### src/rtl/pwm_demod_pkg.sv
package pwm_demod_pkg;

    typedef enum logic [0:0] {
        ST_WAIT = 1'b0,
        ST_RUN  = 1'b1
    } demod_state_e;

endpackage

### src/rtl/pwm_pulse_sync.sv
module pwm_pulse_sync #(
    parameter int STAGES = 2
) (
    input  logic clk,
    input  logic rst_n,
    input  logic din,
    output logic dout
);

    logic [STAGES-1:0] sync_q;

    generate
        if (STAGES == 1) begin : g_single
            always_ff @(posedge clk or negedge rst_n) begin
                if (!rst_n) sync_q <= '0;
                else        sync_q <= din;
            end
        end else begin : g_chain
            always_ff @(posedge clk or negedge rst_n) begin
                if (!rst_n) sync_q <= '0;
                else        sync_q <= {sync_q[STAGES-2:0], din};
            end
        end
    endgenerate

    assign dout = sync_q[STAGES-1];

endmodule

### src/rtl/pwm_slot_counter.sv
module pwm_slot_counter #(
    parameter int CNT_W = 4
) (
    input  logic             clk,
    input  logic             rst_n,
    input  logic             clr,
    input  logic             inc,
    output logic [CNT_W-1:0] cnt
);

    localparam logic [CNT_W-1:0] CNT_MAX = '1;

    always_ff @(posedge clk or negedge rst_n) begin
        if (!rst_n)                      cnt <= '0;
        else if (clr)                    cnt <= CNT_W'(inc);
        else if (inc && cnt != CNT_MAX)  cnt <= cnt + 1'b1;
    end


    cnt_hold_chk: assert property (@(posedge clk) disable iff (!rst_n)
        (!clr && !inc) |=> $stable(cnt));


    cnt_step_chk: assert property (@(posedge clk) disable iff (!rst_n)
        (!clr && inc && cnt != CNT_MAX) |=> (cnt == $past(cnt) + CNT_W'(1)));


    cnt_sat_chk: assert property (@(posedge clk) disable iff (!rst_n)
        (!clr && cnt == CNT_MAX) |=> (cnt == CNT_MAX));

endmodule

### src/rtl/pwm_frame_ctrl.sv
module pwm_frame_ctrl
    import pwm_demod_pkg::*;
#(
    parameter int SYM_W = 4
) (
    input  logic             clk,
    input  logic             rst_n,
    input  logic             frame_start,
    input  logic [SYM_W-1:0] cnt,
    output logic             cnt_clr,
    output logic [SYM_W-1:0] symbol_o,
    output logic             symbol_vld_o
);

    demod_state_e state_q, state_d;

    always_ff @(posedge clk or negedge rst_n) begin
        if (!rst_n) state_q <= ST_WAIT;
        else        state_q <= state_d;
    end

    always_comb begin
        state_d = state_q;
        unique case (state_q)
            ST_WAIT: if (frame_start) state_d = ST_RUN;
            ST_RUN:  state_d = ST_RUN;
            default: state_d = ST_WAIT;
        endcase
    end

    assign cnt_clr = frame_start || (state_q == ST_WAIT);

    always_ff @(posedge clk or negedge rst_n) begin
        if (!rst_n) begin
            symbol_o     <= '0;
            symbol_vld_o <= 1'b0;
        end else if (frame_start && state_q == ST_RUN) begin
            symbol_o     <= cnt;
            symbol_vld_o <= 1'b1;
        end else begin
            symbol_vld_o <= 1'b0;
        end
    end


    wait_quiet_chk: assert property (@(posedge clk) disable iff (!rst_n)
        (state_q == ST_WAIT) |=> !symbol_vld_o);


    sym_hold_chk: assert property (@(posedge clk) disable iff (!rst_n)
        !symbol_vld_o |-> $stable(symbol_o));


    vld_source_chk: assert property (@(posedge clk) disable iff (!rst_n)
        symbol_vld_o |-> $past(frame_start));

endmodule

### src/rtl/pwm_symbol_demod.sv
module pwm_symbol_demod #(
    parameter int SYM_W       = 4,
    parameter int SYNC_STAGES = 2
) (
    input  logic             clk,
    input  logic             rst_n,
    input  logic             pulse_in,
    input  logic             frame_start,
    output logic [SYM_W-1:0] symbol_o,
    output logic             symbol_vld_o
);

    logic             pulse_s;
    logic             cnt_clr;
    logic [SYM_W-1:0] slot_cnt;

    pwm_pulse_sync #(.STAGES(SYNC_STAGES)) u_sync (
        .clk   (clk),
        .rst_n (rst_n),
        .din   (pulse_in),
        .dout  (pulse_s)
    );

    pwm_slot_counter #(.CNT_W(SYM_W)) u_cnt (
        .clk   (clk),
        .rst_n (rst_n),
        .clr   (cnt_clr),
        .inc   (pulse_s),
        .cnt   (slot_cnt)
    );

    pwm_frame_ctrl #(.SYM_W(SYM_W)) u_ctrl (
        .clk          (clk),
        .rst_n        (rst_n),
        .frame_start  (frame_start),
        .cnt          (slot_cnt),
        .cnt_clr      (cnt_clr),
        .symbol_o     (symbol_o),
        .symbol_vld_o (symbol_vld_o)
    );


    restart_chk: assert property (@(posedge clk) disable iff (!rst_n)
        frame_start |=> (slot_cnt == SYM_W'($past(pulse_s))));

endmodule

### config.mk
export PLATFORM = sky130hd
export DESIGN_NAME = pwm_symbol_demod
export DESIGN_NICKNAME = d
export VERILOG_FILES = /design/src/rtl/pwm_demod_pkg.sv /design/src/rtl/pwm_pulse_sync.sv /design/src/rtl/pwm_slot_counter.sv /design/src/rtl/pwm_frame_ctrl.sv /design/src/rtl/pwm_symbol_demod.sv
export SDC_FILE = /design/constraint.sdc
export NUM_CORES = 1
export LEC_CHECK = 0
export ABC_AREA = 1
export CORE_AREA = 2 2 39 41
export DETAILED_ROUTE_END_ITERATION = 7
export DIE_AREA = 0 0 41 43
export PLACE_DENSITY = 0.73
export SLEW_MARGIN = 10
export SYNTH_ARGS = -nofsm -noshare
export SYNTH_HDL_FRONTEND = slang
export SYNTH_SLANG_ARGS = --single-unit
### constraint.sdc
create_clock -name clk -period 1.5 [get_ports clk]
set_input_delay 0.225 -clock clk [delete_from_list [all_inputs] [get_ports clk]]
set_output_delay 0.225 -clock clk [all_outputs]
set_load 0.05 [all_outputs]
==> impl_metrics.py, run 1 <==
metrics = {
    "critical_path": {
        "critPathRequiredTime_ns": 1.67,
        "r2r-start": "u_cnt.cnt[0]$_DFFE_PN0P_",
        "cp.arrival_ns": 1.29,
        "cp-start-kind": "register",
        "endpoint_kind": "register",
        "path_class": "register to register",
        "r2r-end": "u_cnt.cnt[2]$_DFFE_PN0P_",
        "r2r_cells": 5,
        "crit_fanout": 5,
        "r2r_setup_slack_ns": 0.38,
    },
    "synth": {
        "synth_adder_area_share": 0.02488,
        "synthSimpleGateAreaFrac": 0.2612,
        "avgSynthCellArea_um2": 9.673,
        "synthTopCellsByArea": "dfrtp_1 60%, nand2_1 10%, inv_1 5.2%",
        "synth_seq_cells": 12,
        "synthMuxAreaShare": 0,
        "yosysTopAreaCell": "dfrtp_1",
        "synth-compound-area-share": 0.05721,
        "synth_top_family_by_area": "simple AND/OR/NAND/NOR gates",
        "syn_area_um2": 503.0,
        "synth-xor-area-share": 0,
        "ys_seq_area_frac": 0.5970,
        "synth_top_area_frac": 0.5970,
        "synth_nets": 57,
        "yosys_warnings": 0,
        "ys_types": 15,
        "syn_inst": 52,
    },
    "clock_tree": {
        "post_cts_buffers": 0,
        "cts.sinks": 12,
        "cts_resized": 0,
        "postCtsHoldBufs": 0,
        "cts_tree": "done",
        "insertion_delay_ns": 0.28,
        "root_buffer": "clkbuf_4",
        "cts_made_buffers": 3,
        "htree_levels": 1,
        "clk_pin_slew_ns": 0.07,
        "clock_path_buffers": 2,
    },
    "sta": {
        "layout_setup_ws_ns": 0.3793,
        "tightest_slew_ns": 0.5162,
        "setup-tns-final_ns": 0,
        "fin_crit_ns": 1.121,
        "finalHoldViolations": 0,
        "slew_headroom": 0.6548,
        "slew_violations": 0,
        "rsz0062_at_grt": "false",
        "setup_viol": 0,
        "fin_crit_sh": 0.7471,
        "clock_skew_ns": 0.001421,
        "whs_ns": 0.2825,
        "max_freq_mhz": 892.3,
    },
    "pwr": {
        "p_per_area_nw_per_um2": 1161,
        "ir_drop_mv": 0.5823,
        "total_power_mw": 0.7278,
        "p_leak_nw": 0.3201,
    },
    "global_routing": {
        "grt_usage": 0.1268,
        "antenna_found_initial": 0,
        "grt_first_pass_wirelength_um": 1421,
        "grt-ovfl-total": 0,
        "grt_max_degree": 13,
        "grt_pass1_vias": 342,
    },
    "floorplan": {
        "rows": 14,
        "die_width_um": 41,
        "start_util": 0.3635,
        "boundaryPins": 9,
        "die_area_um2": 1763,
        "die_h_um": 43,
        "core-area_um2": 1384,
    },
    "route": {
        "avgRoutedWirePerCell_um": 10.71,
        "vias": 375,
        "drtIter0Drc": 4,
        "first_pass_iters": 2,
        "wl_um": 857,
        "drc": 0,
        "ant_nets": 0,
        "vias_per_cell": 4.688,
    },
    "final_layout": {
        "mostFrequentLayoutCell": "nand2_1",
        "final_cell_mix": "14 x nand2_1, 12 x dfrtp_1, 7 x inv_1, 5 x nand3_1, 5 x buf_4",
        "nNetsFinal": 70,
        "drive_gt1_frac": 0.2344,
        "syn_to_final_growth_pct": 24.63,
        "antenna_cells": 0,
    },
    "place": {
        "dpl_worst_slack_ns": 0.2538,
        "routabilityCongestion": 0.8344,
        "io_buffers": 8,
    },
    "hold_path": {
        "worstHoldPathType": "input pin to async pin",
    },
    "status": {
        "outcome": "finished clean",
    },
    "run": {
        "drv_cap": 0,
    },
}
-- metal layers --
metal,part of all wire,GRT usage
met5,0,0
met4,0.042,0.1200
met3,0.063,0.03141
met2,0.44,0.1688
met1,0.45,0.1561
-- Yosys cell counts --
cell type	number
a21oi_1	1
dfrtp_1	12
ha_1	1
inv_1	7
inv_2	1
nand2_1	14
nand2_2	1
nand2_4	1
nand3_1	5
nand3_2	1
nand4_1	2
nor2_1	1
nor3_2	1
o21ai_0	3
o21ai_2	1
-- power by group --
group,internal [mW],switching [mW]
clock network,0.148,0.113
registers,0.343,0.0169
logic,0.0353,0.0716
-- registers in the layout, indices dropped and copies added, names as in the netlist --
| signal | flops |
|---|---|
| u_ctrl.symbol_vld_o | 1 |
| u_sync.sync_q | 2 |
| u_cnt.cnt | 4 |
| u_ctrl.symbol_o | 4 |
| u_ctrl.state_q | 1 |
-- worst max-delay path: stages, from the launching register on --
cell and delay [ns]:
dfrtp_1 0.43, ha_1 0.25, nand3_2 0.09, nand2_4 0.07
nor2_1 0.13, nor3_2 0.05
-- cell type report --
type / count / area [um^2]
sequential: 12 / 300.3
tap: 16 / 20.02
clock buffer: 4 / 36.28
inverter: 8 / 30.03
timing repair buffer: 8 / 67.56
multi-input combinational: 32 / 172.7
fill: 137 / 757.0
-- cells by family after synthesis --
logic type / count (synthesis)
buf+inv: 8
fa+ha+maj: 1
flops: 12
simple gates: 26
compound gates: 5
-- per-stage QoR --
stage,cells,utilization,instance area (um^2)
floorplan,52,-,503.0
global placement,76,0.4268,590.6
detailed placement,76,0.4268,590.6
CTS,80,0.4530,626.9
global route,80,0.4530,626.9
finish,80,0.4530,626.9
-- worst max-delay path by stage --
| stage | from | to | slack (ns) |
|---|---|---|---|
| 2_1_floorplan | u_cnt.cnt[0]$_DFFE_PN0P_ | u_cnt.cnt[2]$_DFFE_PN0P_ | 0.46 |
| 3_3_place_gp | frame_start | u_cnt.cnt[0]$_DFFE_PN0P_ | 0.27 |
| 3_5_place_dp | frame_start | u_cnt.cnt[0]$_DFFE_PN0P_ | 0.25 |
| 4_1_cts | u_cnt.cnt[0]$_DFFE_PN0P_ | u_cnt.cnt[2]$_DFFE_PN0P_ | 0.38 |
| 5_1_grt | u_cnt.cnt[0]$_DFFE_PN0P_ | u_cnt.cnt[0]$_DFFE_PN0P_ | 0.26 |
| 6_report | u_cnt.cnt[0]$_DFFE_PN0P_ | u_cnt.cnt[2]$_DFFE_PN0P_ | 0.38 |
Note: power is estimated with default switching activity, not from simulation.
==> inputs of run 2 (changes only) <==
==> constraint.sdc (replaced) <==
create_clock -name clk -period 1.15 [get_ports clk]
set_input_delay 0.1725 -clock clk [delete_from_list [all_inputs] [get_ports clk]]
set_output_delay 0.1725 -clock clk [all_outputs]
set_load 0.05 [all_outputs]
==> run 2 against run 1 <==
Compared with the run above: worst setup slack got worse by 0.30 ns; hold slack got worse by 0.079 ns; first-iteration DRC count increased to 5.3 times the previous value; total power increased by 25%; final cell count increased by 3.8%; final area increased by 13%; count of clock-buffer cells in the layout decreased by 1; sequential power increased by 32%; wire length increased by 3.5%; critical path depth increased by 1; via count increased by 8.5%.
==> impl_metrics.py, run 2 (synthesis results as in run 1) <==
metrics = {
    "pwr": {
        "ir_drop_mv": 0.6189,
        "switching_share": 0.2722,
        "p_sw_mw": 0.2473,
        "total_power_mw": 0.9087,
        "power_frac_seq": 0.521,
        "comb_power_share": 0.212,
        "p_leak_nw": 0.3481,
        "p_int_mw": 0.6614,
        "power_frac_clock": 0.266,
        "p_per_area_nw_per_um2": 1283,
    },
    "sta": {
        "clock_skew_ns": 0.001704,
        "max_freq_mhz": 929.7,
        "tightest_slew_ns": 0.2381,
        "slew_violations": 0,
        "fin_crit_sh": 0.9353,
        "setup_viol": 0,
        "fin_crit_ns": 1.076,
        "slew_headroom": 0.8409,
        "setup-tns-final_ns": 0,
        "whs_ns": 0.2032,
        "finalHoldViolations": 0,
        "rsz0062_at_grt": "false",
    },
    "final_layout": {
        "syn_to_final_growth_pct": 40.80,
        "antenna_cells": 0,
        "fill_cells": 125,
        "multi_input_area_um2": 175.2,
        "instances_no_fill": 83,
        "mostFrequentLayoutCell": "nand2_1",
        "seq_area_um2": 300.3,
        "nNetsFinal": 74,
        "drive_gt1_frac": 0.2836,
        "fin_util": 0.5118,
        "largestRegisters": "u_cnt.cnt: 4 flops, u_ctrl.symbol_o: 4 flops, u_sync.sync_q: 2 flops",
        "final_cell_mix": "14 x nand2_1, 12 x dfrtp_1, 7 x inv_1, 5 x nand3_1, 5 x buf_12",
    },
    "place": {
        "hpwl_um": 659.2,
        "placed_cells": 79,
        "routabilityCongestion": 0.8674,
        "io_buffers": 8,
    },
    "floorplan": {
        "die_area_um2": 1763,
        "core-area_um2": 1384,
        "die_width_um": 41,
        "rows": 14,
        "die_h_um": 43,
        "start_util": 0.3635,
        "boundaryPins": 9,
    },
    "route": {
        "avgRoutedWirePerCell_um": 10.69,
        "first_pass_iters": 4,
        "drtIter0Drc": 21,
        "drc": 0,
        "vias": 407,
        "ant_nets": 0,
        "wl_um": 887,
        "vias_per_cell": 4.904,
    },
    "critical_path": {
        "critPathBufInv": 1,
        "critPathRequiredTime_ns": 1.30,
        "slowest_stage": "dfrtp_1",
        "critPathTopFamily": "flip-flops",
        "cp-start-kind": "register",
        "cp.arrival_ns": 1.22,
        "crit_chain": "ha_2 -> nand3_2 -> nand2_4 -> inv_2 -> nand2_1 -> nand3_1",
        "slowest_delay_ns": 0.38,
        "path_class": "register to register",
        "crit_fanout": 5,
        "endpoint_kind": "register",
    },
    "clock_tree": {
        "cts_tree": "done",
        "clock_path_buffers": 2,
        "insertion_delay_ns": 0.26,
        "cts.sinks": 12,
        "clk_pin_slew_ns": 0.06,
        "root_buffer": "clkbuf_4",
        "cts_made_buffers": 3,
        "htree_levels": 1,
    },
    "hold_path": {
        "worstHoldPathType": "input pin to async pin",
    },
    "global_routing": {
        "antenna_found_initial": 0,
        "grt_max_degree": 13,
        "grt_first_pass_wirelength_um": 1559,
        "grt_usage": 0.1375,
        "busiest_layer": "met2",
        "use_met1": 0.1515,
        "grt_pass1_vias": 390,
        "grt_use_met3": 0.05236,
        "grt-ovfl-total": 0,
        "globalRouteMet2Util": 0.2031,
    },
    "status": {
        "outcome": "finished clean",
    },
    "run": {
        "drv_cap": 0,
    },
}
[run 2: changes by cell type in the layout (fill, tap and decap cells not counted), sizes merged]
cell    delta
clkbuf     -1
buf        +4
[run 2: metrics by stage]
stage                     worst slack, ns  cell area [um^2]
after floorplan                    0.1136             503.0
after global placement            0.02608             675.6
after detailed placement         0.002025             675.6
after CTS                         0.03263             698.2
after global routing             0.001073             708.2
final                             0.07442             708.2
[run 2: path summary, 6_finish.rpt]
path                                       startpoint  slack (ns)                              to  cells past startpoint
setup / recovery             u_cnt.cnt[1]$_DFFE_PN0P_        0.07        u_cnt.cnt[0]$_DFFE_PN0P_                      6
hold / removal                                  rst_n        0.20  u_ctrl.symbol_o[2]$_DFFE_PN0P_                      2
setup reg to reg             u_cnt.cnt[1]$_DFFE_PN0P_        0.07        u_cnt.cnt[0]$_DFFE_PN0P_                      6
hold reg to reg            u_sync.sync_q[0]$_DFF_PN0_        0.35      u_sync.sync_q[1]$_DFF_PN0_                      0
max in group asynchronous                       rst_n        0.80      u_sync.sync_q[1]$_DFF_PN0_                      2
min in group clk                             pulse_in        0.35      u_sync.sync_q[0]$_DFF_PN0_                      1
[run 2: power by group through the flow]
stage / clock (mW) / sequential (mW) / combinational (mW)
6_report: 0.242 / 0.474 / 0.193
5_1_grt: 0.274 / 0.476 / 0.211
4_1_cts: 0.255 / 0.474 / 0.187
3_5_place_dp: 0 / 0.482 / 0.186
3_3_place_gp: 0 / 0.481 / 0.184
2_1_floorplan: 0 / 0.519 / 0.0465
[run 2: what timing repair did]
action | in CTS | in global routing
gates resized for setup | 0 | 1
setup buffers | 0 | 1
hold buffers | 0 | 0
endpoints found under the setup margin | 0 | 4
[run 2: area by class of cell]
type / count / share of cell area
sequential: 12 / 0.4240
multi-input combinational: 32 / 0.2473
timing repair buffer: 12 / 0.2261
inverter: 8 / 0.04240
clock buffer: 3 / 0.03180
tap: 16 / 0.02827
[run 2: metal layers]
layer | vias up | part of all wire
li1 | 200 | -
met1 | 190 | 0.42
met2 | 15 | 0.51
met3 | 2 | 0.053
met4 | 0 | 0.014
met5 | - | 0
